--- src/rtl/sent_clk_pkg.sv ---
`timescale 1ns/1ps
package sent_clk_pkg;
  localparam int unsigned SYNC_TICKS = 56;
  localparam int unsigned WIN_LO_Q   = 3;  // lower window in quarters of nominal
  localparam int unsigned WIN_HI_Q   = 5;  // upper window in quarters of nominal
  localparam int unsigned WIN_SHIFT  = 2;  // quarters -> multiply length by 4
endpackage

--- src/rtl/sent_pulse_meas.sv ---
`timescale 1ns/1ps
module sent_pulse_meas
  import sent_clk_pkg::*;
#(
  parameter int unsigned PRESC_W = 8,
  parameter int unsigned MEAS_W  = 16
) (
  input  logic               clk_i,
  input  logic               rst_ni,
  input  logic               en_i,
  input  logic               rx_i,
  input  logic [PRESC_W-1:0] presc_i,
  output logic               fall_o,
  output logic               qual_o,
  output logic [MEAS_W-1:0]  len_o
);
  localparam int unsigned CW = MEAS_W + PRESC_W + 4;

  logic              rx_q;
  logic [MEAS_W-1:0] cnt_q;
  logic              sat;
  logic [CW-1:0]     len4, nom, lo_lim, hi_lim;

  assign sat    = &cnt_q;
  assign fall_o = en_i & rx_q & ~rx_i;
  assign len_o  = cnt_q + 1'b1;

  always_ff @(posedge clk_i or negedge rst_ni) begin
    if (!rst_ni) begin
      rx_q  <= 1'b0;
      cnt_q <= '1;
    end else begin
      rx_q <= rx_i;
      if (!en_i)       cnt_q <= '1;
      else if (fall_o) cnt_q <= '0;
      else if (!sat)   cnt_q <= cnt_q + 1'b1;
    end
  end

  always_comb begin
    len4   = CW'(len_o) << WIN_SHIFT;
    nom    = CW'(presc_i) * CW'(SYNC_TICKS);
    lo_lim = nom * CW'(WIN_LO_Q);
    hi_lim = nom * CW'(WIN_HI_Q);
  end

  assign qual_o = fall_o && !sat && (presc_i != '0) && (len4 >= lo_lim) && (len4 <= hi_lim);
endmodule

--- src/rtl/sent_round_div.sv ---
`timescale 1ns/1ps
module sent_round_div #(
  parameter int unsigned DVD_W   = 17,
  parameter int unsigned DIVISOR = 56,
  parameter int unsigned QUO_W   = 9
) (
  input  logic             clk_i,
  input  logic             rst_ni,
  input  logic             clr_i,
  input  logic             start_i,
  input  logic [DVD_W-1:0] dvd_i,
  output logic             busy_o,
  output logic             done_o,
  output logic [QUO_W-1:0] quo_o
);
  localparam int unsigned REM_W = $clog2(DIVISOR);
  localparam int unsigned CNT_W = $clog2(DVD_W);

  logic [REM_W-1:0] rem_q, rem_nxt;
  logic [DVD_W-1:0] dq_q, dq_nxt;
  logic [CNT_W-1:0] cnt_q;
  logic [REM_W:0]   trial, diff;
  logic             ge;

  // restoring division, one quotient bit per cycle, MSB first
  always_comb begin
    trial   = {rem_q, dq_q[DVD_W-1]};
    ge      = trial >= (REM_W+1)'(DIVISOR);
    diff    = trial - (REM_W+1)'(DIVISOR);
    rem_nxt = ge ? diff[REM_W-1:0] : trial[REM_W-1:0];
    dq_nxt  = {dq_q[DVD_W-2:0], ge};
  end

  always_ff @(posedge clk_i or negedge rst_ni) begin
    if (!rst_ni) begin
      busy_o <= 1'b0;
      rem_q  <= '0;
      dq_q   <= '0;
      cnt_q  <= '0;
    end else if (clr_i) begin
      busy_o <= 1'b0;
    end else if (!busy_o) begin
      if (start_i) begin
        busy_o <= 1'b1;
        rem_q  <= '0;
        dq_q   <= dvd_i;
        cnt_q  <= CNT_W'(DVD_W - 1);
      end
    end else begin
      rem_q <= rem_nxt;
      dq_q  <= dq_nxt;
      if (cnt_q == '0) busy_o <= 1'b0;
      else             cnt_q  <= cnt_q - 1'b1;
    end
  end

  assign done_o = busy_o && (cnt_q == '0) && !clr_i;
  assign quo_o  = dq_nxt[QUO_W-1:0];
endmodule

--- src/rtl/sent_tick_gen.sv ---
`timescale 1ns/1ps
module sent_tick_gen #(
  parameter int unsigned W = 9
) (
  input  logic         clk_i,
  input  logic         rst_ni,
  input  logic         en_i,
  input  logic         restart_i,
  input  logic [W-1:0] div_i,
  output logic         tick_o
);
  logic [W-1:0] cnt_q, last;

  // divide value 0 behaves as 1
  assign last = (div_i == '0) ? '0 : div_i - 1'b1;

  always_ff @(posedge clk_i or negedge rst_ni) begin
    if (!rst_ni) begin
      cnt_q  <= '0;
      tick_o <= 1'b0;
    end else if (!en_i || restart_i) begin
      cnt_q  <= '0;
      tick_o <= 1'b0;
    end else if (cnt_q >= last) begin
      cnt_q  <= '0;
      tick_o <= 1'b1;
    end else begin
      cnt_q  <= cnt_q + 1'b1;
      tick_o <= 1'b0;
    end
  end
endmodule

--- src/rtl/sent_rx_clk_comp.sv ---
`timescale 1ns/1ps
module sent_rx_clk_comp
  import sent_clk_pkg::*;
#(
  parameter int unsigned PRESC_W = 8,
  parameter int unsigned MEAS_W  = 16
) (
  input  logic               clk_i,
  input  logic               rst_ni,
  input  logic               en_i,
  input  logic [PRESC_W-1:0] presc_i,
  input  logic               rx_i,
  output logic               tick_o,
  output logic [PRESC_W:0]   comp_presc_o,
  output logic               comp_valid_o
);
  localparam int unsigned DVD_W  = MEAS_W + 1;
  localparam int unsigned COMP_W = PRESC_W + 1;

  logic              fall, qual, div_busy, div_done;
  logic [MEAS_W-1:0] len;
  logic [DVD_W-1:0]  dvd;
  logic [COMP_W-1:0] quo, comp_q, eff_div;

  sent_pulse_meas #(.PRESC_W(PRESC_W), .MEAS_W(MEAS_W)) i_meas (
    .clk_i   (clk_i),
    .rst_ni  (rst_ni),
    .en_i    (en_i),
    .rx_i    (rx_i),
    .presc_i (presc_i),
    .fall_o  (fall),
    .qual_o  (qual),
    .len_o   (len)
  );

  // add half the divisor for round-half-up
  assign dvd = {1'b0, len} + DVD_W'(SYNC_TICKS / 2);

  sent_round_div #(.DVD_W(DVD_W), .DIVISOR(SYNC_TICKS), .QUO_W(COMP_W)) i_div (
    .clk_i   (clk_i),
    .rst_ni  (rst_ni),
    .clr_i   (!en_i),
    .start_i (qual && !div_busy),
    .dvd_i   (dvd),
    .busy_o  (div_busy),
    .done_o  (div_done),
    .quo_o   (quo)
  );

  always_ff @(posedge clk_i or negedge rst_ni) begin
    if (!rst_ni) begin
      comp_q       <= '0;
      comp_valid_o <= 1'b0;
    end else if (!en_i) begin
      comp_q       <= '0;
      comp_valid_o <= 1'b0;
    end else begin
      comp_valid_o <= div_done;
      if (div_done) comp_q <= quo;
    end
  end

  assign eff_div      = (comp_q != '0) ? comp_q : {1'b0, presc_i};
  assign comp_presc_o = comp_q;

  sent_tick_gen #(.W(COMP_W)) i_tick (
    .clk_i     (clk_i),
    .rst_ni    (rst_ni),
    .en_i      (en_i),
    .restart_i (fall),
    .div_i     (eff_div),
    .tick_o    (tick_o)
  );
endmodule

--- config.mk ---
export PLATFORM = sky130hd
export DESIGN_NAME = sent_rx_clk_comp
export DESIGN_NICKNAME = d
export VERILOG_FILES = /design/src/rtl/sent_clk_pkg.sv /design/src/rtl/sent_pulse_meas.sv /design/src/rtl/sent_round_div.sv /design/src/rtl/sent_tick_gen.sv /design/src/rtl/sent_rx_clk_comp.sv
export SDC_FILE = /design/constraint.sdc
export NUM_CORES = 1
export LEC_CHECK = 0
export ABC_AREA = 0
export BUFFER_PORTS_ARGS = -buffer_cell sky130_fd_sc_hd__buf_4
export CAP_MARGIN = 20
export CORE_ASPECT_RATIO = 0.7
export CORE_MARGIN = 5
export CORE_UTILIZATION = 40
export DETAILED_ROUTE_END_ITERATION = 8
export GPL_ROUTABILITY_DRIVEN = 0
export PLACE_DENSITY = 0.54
export RECOVER_POWER = 100
export SYNTH_ARGS = -nofsm -noshare
export SYNTH_HDL_FRONTEND = slang
export SYNTH_HIERARCHICAL = 1
export SYNTH_SLANG_ARGS = --single-unit
--- constraint.sdc ---
create_clock -name clk_i -period 11.5 [get_ports clk_i]
set_input_delay 1.725 -clock clk_i [delete_from_list [all_inputs] [get_ports clk_i]]
set_output_delay 1.725 -clock clk_i [all_outputs]
set_load 0.02 [all_outputs]
## Yosys cells after proc, flatten, opt, wreduce, memory -nomap -nowiden

Index checks and enable logic that the tools add are counted.

- Register bits: 66
- Input port bits: 12

- Add/subtract/negate cells: 6
- $mul: 3
- Order comparisons: 4
- Equality and inequality tests: 3
- Multiplexer cells: 24
- Bitwise operators: 3
- Reductions and logical operators: 19

Operator list:

| kind | number |
|---|---|
| 2-to-1 mux 9 bit | 6 |
| 2-to-1 mux 16 bit | 3 |
| 2-to-1 mux 17 bit | 2 |
| >= comparator 18 x 16 -> 1 bit | 1 |
| less-or-equal comparator 18 x 17 -> 1 bit | 1 |
| 2-to-1 mux 6 bit | 3 |
| adder 16 x 5 -> 17 bit (second input constant) | 1 |
| adder 16 x 1 -> 16 bit (second input constant) | 1 |
| AND reduction 16 bit | 1 |
| 2-to-1 mux 5 bit | 3 |
| multiplier 11 x 3 -> 14 bit (second input constant) | 1 |
| multiplier 11 x 2 -> 13 bit (second input constant) | 1 |
| multiplier 8 x 3 -> 11 bit (second input constant) | 1 |
| adder 9 x 1 -> 9 bit (second input constant) | 1 |
| >= comparator 9 bit | 1 |
| logical NOT 9 bit | 1 |
| nonzero test 9 bit | 1 |
| subtractor 9 x 1 -> 9 bit (second input constant) | 1 |
| nonzero test 8 bit | 1 |
| >= comparator 7 x 6 -> 1 bit (second input constant) | 1 |
| logical AND 1 bit | 7 |
| 2-to-1 mux 1 bit | 7 |
| subtractor 6 bit (second input constant) | 1 |
| logical NOT 5 bit | 1 |
| 11 further kinds | 14 |

## Logic depth before layout (Yosys ltp)

- Depth after elaboration: 10
- Gate-level depth with buffers: 28
- Mapped depth without buffers: 27

## By module

The synthesis kept the hierarchy.

Modules (own cells, without submodules):

| module | instances | cells an instance | area each (um^2) | sequential area each (um^2) |
|---|---|---|---|---|
| sent_pulse_meas | 1 | 343 | 3089.2 | 445.4 |
| sent_round_div | 1 | 144 | 1511.4 | 725.7 |
| sent_tick_gen | 1 | 89 | 795.8 | 250.2 |
| sent_rx_clk_comp | 1 | 85 | 754.5 | 250.2 |

## Worst setup path after synthesis

OpenSTA, ideal clock, no wires.

- Path kind: in2reg
- Start: in presc_i[0]
- End: reg i_div.cnt_q[3]
- Arrival time: 6.855 ns
- Data required time: 11.372 ns
- Path slack: 4.516 ns
- Stages on the path: 25
- Path buffers: 1
- Path through: fa_1 -> ha_1 -> inv_1 -> fa_1 -> nand2b_1 -> a21oi_2 -> xor2_1 -> ha_1 -> ha_1 -> nand2_1 -> o22ai_1 -> o41a_1 -> a21o_1 -> a21oi_1 -> xnor2_1 -> ha_1 -> o21ai_0 -> a21oi_1 -> o31a_1 -> a311oi_1 -> nor2b_1 -> o21bai_4 -> buf_2 -> a2bb2oi_1 -> o31ai_2

- Longest elaborated chain between the ends: 8
- Elaborated cells between the ends (all ways): 12

Ends and longest elaborated chain:

| item | RTL line | RTL |
|---|---|---|
| start: declaration | sent_rx_clk_comp.sv:11 | `input logic [PRESC_W-1:0] presc_i,` |
| multiplier 8 x 3 -> 11 bit | sent_pulse_meas.sv:42 | `nom = CW'(presc_i) * CW'(SYNC_TICKS);` |
| multiplier 11 x 2 -> 13 bit | sent_pulse_meas.sv:43 | `lo_lim = nom * CW'(WIN_LO_Q);` |
| >= comparator 18 x 16 -> 1 bit | sent_pulse_meas.sv:47 | `assign qual_o = fall_o && !sat && (presc_i != '0) && (len4 >= lo_lim) && (len4 <= hi_lim);` |
| logical AND 1 bit | sent_pulse_meas.sv:47 |  |
| logical AND 1 bit * | sent_pulse_meas.sv:47 |  |
| named net qual | sent_rx_clk_comp.sv:20 | `logic fall, qual, div_busy, div_done;` |
| logical AND 1 bit * | sent_rx_clk_comp.sv:43 | `.start_i (qual && !div_busy),` |
| nonzero test 2 bit (no line) * | -- |  |
| AND reduction 3 bit (no line) * | -- |  |
| end signal: assignment | sent_round_div.sv:47 | `cnt_q <= CNT_W'(DVD_W - 1);` |
| end signal: assignment | sent_round_div.sv:53 | `else cnt_q <= cnt_q - 1'b1;` |
| end: declaration | sent_round_div.sv:21 | `logic [CNT_W-1:0] cnt_q;` |

The timed path passes the listed nets; every way through them passes the cells marked *.
A chain may end at the register's enable or synchronous reset.

## Final worst setup path

- Start: in presc_i[0]
- End: reg i_div.cnt_q[2]

The elaborated chain is that of the path after synthesis.

==> out/qor.csv <==
metric;value;unit
initial antenna violation count;0;
Power per Cell Area;217;nW/um^2
H-tree depth;3;
CP Capture Type;register;
sw frac;0.428;
NetSw;0.616;mW
Post-Synthesis Cells;661;
PortBufs;22;
outcome;finished with violations;
post-route insts no fill;874;
R2R setup slack;6.65;ns
layout overhead on the synthesized area;8.03;%
peak supply drop;86.5;uV
max frequency;124;MHz
failing checks;capacitance limit, slew limit;
FFs w/ async S/R, synth;1.00;
fin. max-slew vios;85;
number of clock sinks;66;
fin nets;776;
Worst R2R Path Depth;10;
Skew-Pair Late Insertion Delay;0.33;ns
io pins;23;
Total Wirelength;14.0;mm
Die Height;114;microns
placed wire-length estimate;10.9;mm
Slew HR;-1.41;
share of cells above drive strength 1;0.0943;
#FFs+latches synth;66;
core footprint;14900;sq um
Critical R2R Launch;i_meas/cnt_q[0]$_DFFE_PN1P_;
Tmin final;8.06;ns
Worst Max-Slew Pin Slew;3.62;ns
number of global-route vias before repair;4714;
cts repair resizes;0;
global route total overflow;0;
sequential share of power;0.218;
Cell variety after synth;79;
Final Hold Violating Endpoints;0;
Syn. warnings;6;
WL/cell;16.0;microns
Worst Setup Path Type;input port to register;
R2R Path End;i_div/cnt_q[2]$_DFFE_PN0P_;
Starting DRT DRC Count;283;
Startpoint Class;input port;
Post-synth EDFFs;0;
Pleak;3.01;nW
Setup TNS;0;ns
CTS Buffer Depth;2;
Crit Path Max Fanout;46;
Ant. Diodes;0;
crit path max-delay cell type;o21bai_4;
first-pass detailed-route iteration total;5;
vias per cell;5.44;
Row Count;37;
initial core utilization;0.413;
clock-pin transition on the worst setup and hold timing paths;0.06;ns
syn nets;763;
arrival time at the worst endpoint;8.28;ns
hold_buf cts;0;
total CTS buffers;9;
Worst Skew;0.00726;ns
max_cap viols;2;
Routed Antenna Nets;0;
Most used DFF post-synth;dfrtp_1;
Inst Count DP;858;
mapped cell area;6150;sq um
Critical Path Sink;i_div/cnt_q[2]$_DFFE_PN0P_;
DR vias;4753;
CTS root buf;clkbuf_16;
Critical Path RT;11.72;ns
Setup Fix Bufs, Post-CTS;0;
syn_area_per_cell;9.31;sq um
die width;158;microns
RSZ-0062 raised after global routing;false;
Remaining DRCs;0;
most used cell, CP;ha_1;
pin count of the biggest net entering global routing;67;
Internal;0.823;mW
power share of the clock group;0.191;
Total GRT Usage;0.161;
Combinational Power Share;0.591;
die area;18000;sq um
slowest stage delay, CP;0.73;ns
global-route wire length before repair;23.5;mm
HP Class;register to register;
sequential element share of the synthesized area;0.272;
CTS tree;built;
final setup fails;0;
period utilization;0.701;
CP startpoint;presc_i[0];
critical path, delay by kind of cell:
| family | cells | cell delay (ns) |
|---|---|---|
| buffers and inverters | 2 | 0.28 |
| AO/OA/AOI/OAI | 11 | 2.40 |
| adder cells (fa/ha/maj) | 6 | 2.18 |
| AND/OR/NAND/NOR | 6 | 1.13 |
| XOR/XNOR | 1 | 0.55 |
state kept, by name (all words and copies together), names as in the netlist:
register,count
comp_valid_o,1
comp_presc_o,9
i_div/busy_o,1
i_div/cnt_q,5
i_tick/cnt_q,9
i_meas/cnt_q,16
i_div/rem_q,6
i_tick/tick_o,1
i_div/dq_q,17
i_meas/rx_q,1
cell families after synthesis:
logic type	after synthesis	synth area share
AO/OA/AOI/OAI	137	0.164
XOR/XNOR	65	0.0926
adder cells (fa/ha/maj)	90	0.195
buffers and inverters	76	0.0572
flip-flops	66	0.272
multiplexers	29	0.0472
AND/OR/NAND/NOR	198	0.172
Yosys cell counts (all sizes together), types with 6 or more instances:
cell type | count | area, sq um
nand2 | 49 | 184
fa | 10 | 200
mux2i | 29 | 290
ha | 80 | 1000
xor2 | 27 | 236
xnor2 | 38 | 333
dfstp | 16 | 420
a21o | 18 | 136
nor3 | 24 | 148
nand4 | 12 | 75.1
buf | 18 | 134
o32a | 13 | 130
nor2 | 48 | 190
inv | 53 | 199
a21oi | 26 | 134
or3 | 6 | 48.8
o21ai | 33 | 165
dfrtp | 50 | 1250
nand3 | 16 | 95.1
nand2b | 9 | 56.3
nor2b | 11 | 68.8
cell type report:
| cell class | instances | area [sq um] |
|---|---|---|
| multi-input cells | 519 | 4100 |
| flip-flops and latches | 66 | 1670 |
| repair buffers | 25 | 128 |
| fillers | 1483 | 8260 |
| clock inverters | 6 | 65.1 |
| well taps | 195 | 244 |
| inverters | 53 | 199 |
| clock buffers | 10 | 239 |
power by group through the flow:
stage	Sequential (mW)	Clock, mW	Combinational [mW]
after floorplan	0.305	0	0.677
after global placement	0.315	0	0.824
after detailed placement	0.317	0	0.852
after CTS	0.313	0.283	0.859
after global routing	0.319	0.294	0.975
final	0.313	0.275	0.852
cell usage in the layout, fill, tap and decap left out, drive strengths merged, types with 5 or more instances in the layout:
master   n
o21bai   5
dfrtp   50
nand3   16
clkbuf  26
o21ai   33
dfstp   16
a22o     5
buf      9
nor3    24
nand2b   9
nor2    48
a21o    18
xnor2   38
nor2b   11
fa      10
o32a    13
inv     54
or3      6
mux2i   29
ha      80
nand4   12
a21oi   26
nand2   49
nor4     5
xor2    27
how the worst min path moves through the flow:
stage                                     from                          to  slack [ns]  cells past startpoint
finish              i_div/dq_q[13]$_DFFE_PN0P_  i_div/dq_q[13]$_DFFE_PN0P_        0.48                      2
global route        i_div/dq_q[13]$_DFFE_PN0P_  i_div/dq_q[13]$_DFFE_PN0P_        0.51                      2
CTS                 i_div/dq_q[14]$_DFFE_PN0P_  i_div/dq_q[14]$_DFFE_PN0P_        0.49                      2
detailed placement  i_div/dq_q[14]$_DFFE_PN0P_  i_div/dq_q[14]$_DFFE_PN0P_        0.48                      2
global placement    i_div/dq_q[15]$_DFFE_PN0P_  i_div/dq_q[15]$_DFFE_PN0P_        0.47                      2
floorplan           i_div/dq_q[10]$_DFFE_PN0P_  i_div/dq_q[10]$_DFFE_PN0P_        0.46                      2
metal layers:
layer | track usage | vias to the layer above | part of all wire
met5 | 0 | - | 0
met4 | 0.0364 | 0 | 0.012
met3 | 0.0311 | 16 | 0.043
met2 | 0.233 | 90 | 0.40
met1 | 0.246 | 2273 | 0.54
li1 | - | 2374 | -
through the flow:
stage                     power (mW)  setup WS (ns)  hold slack [ns]   util  cell area (sq um)
final                           1.44           3.44            0.479  0.446               6650
after global routing            1.59           2.83            0.514  0.446               6650
after CTS                       1.46           3.72            0.491  0.452               6730
after detailed placement        1.17           3.39            0.478  0.431               6430
after global placement          1.14           3.52            0.470  0.431               6430
after floorplan                0.982           4.52            0.455      -               6150
Note: power is estimated with default switching activity, not from simulation.
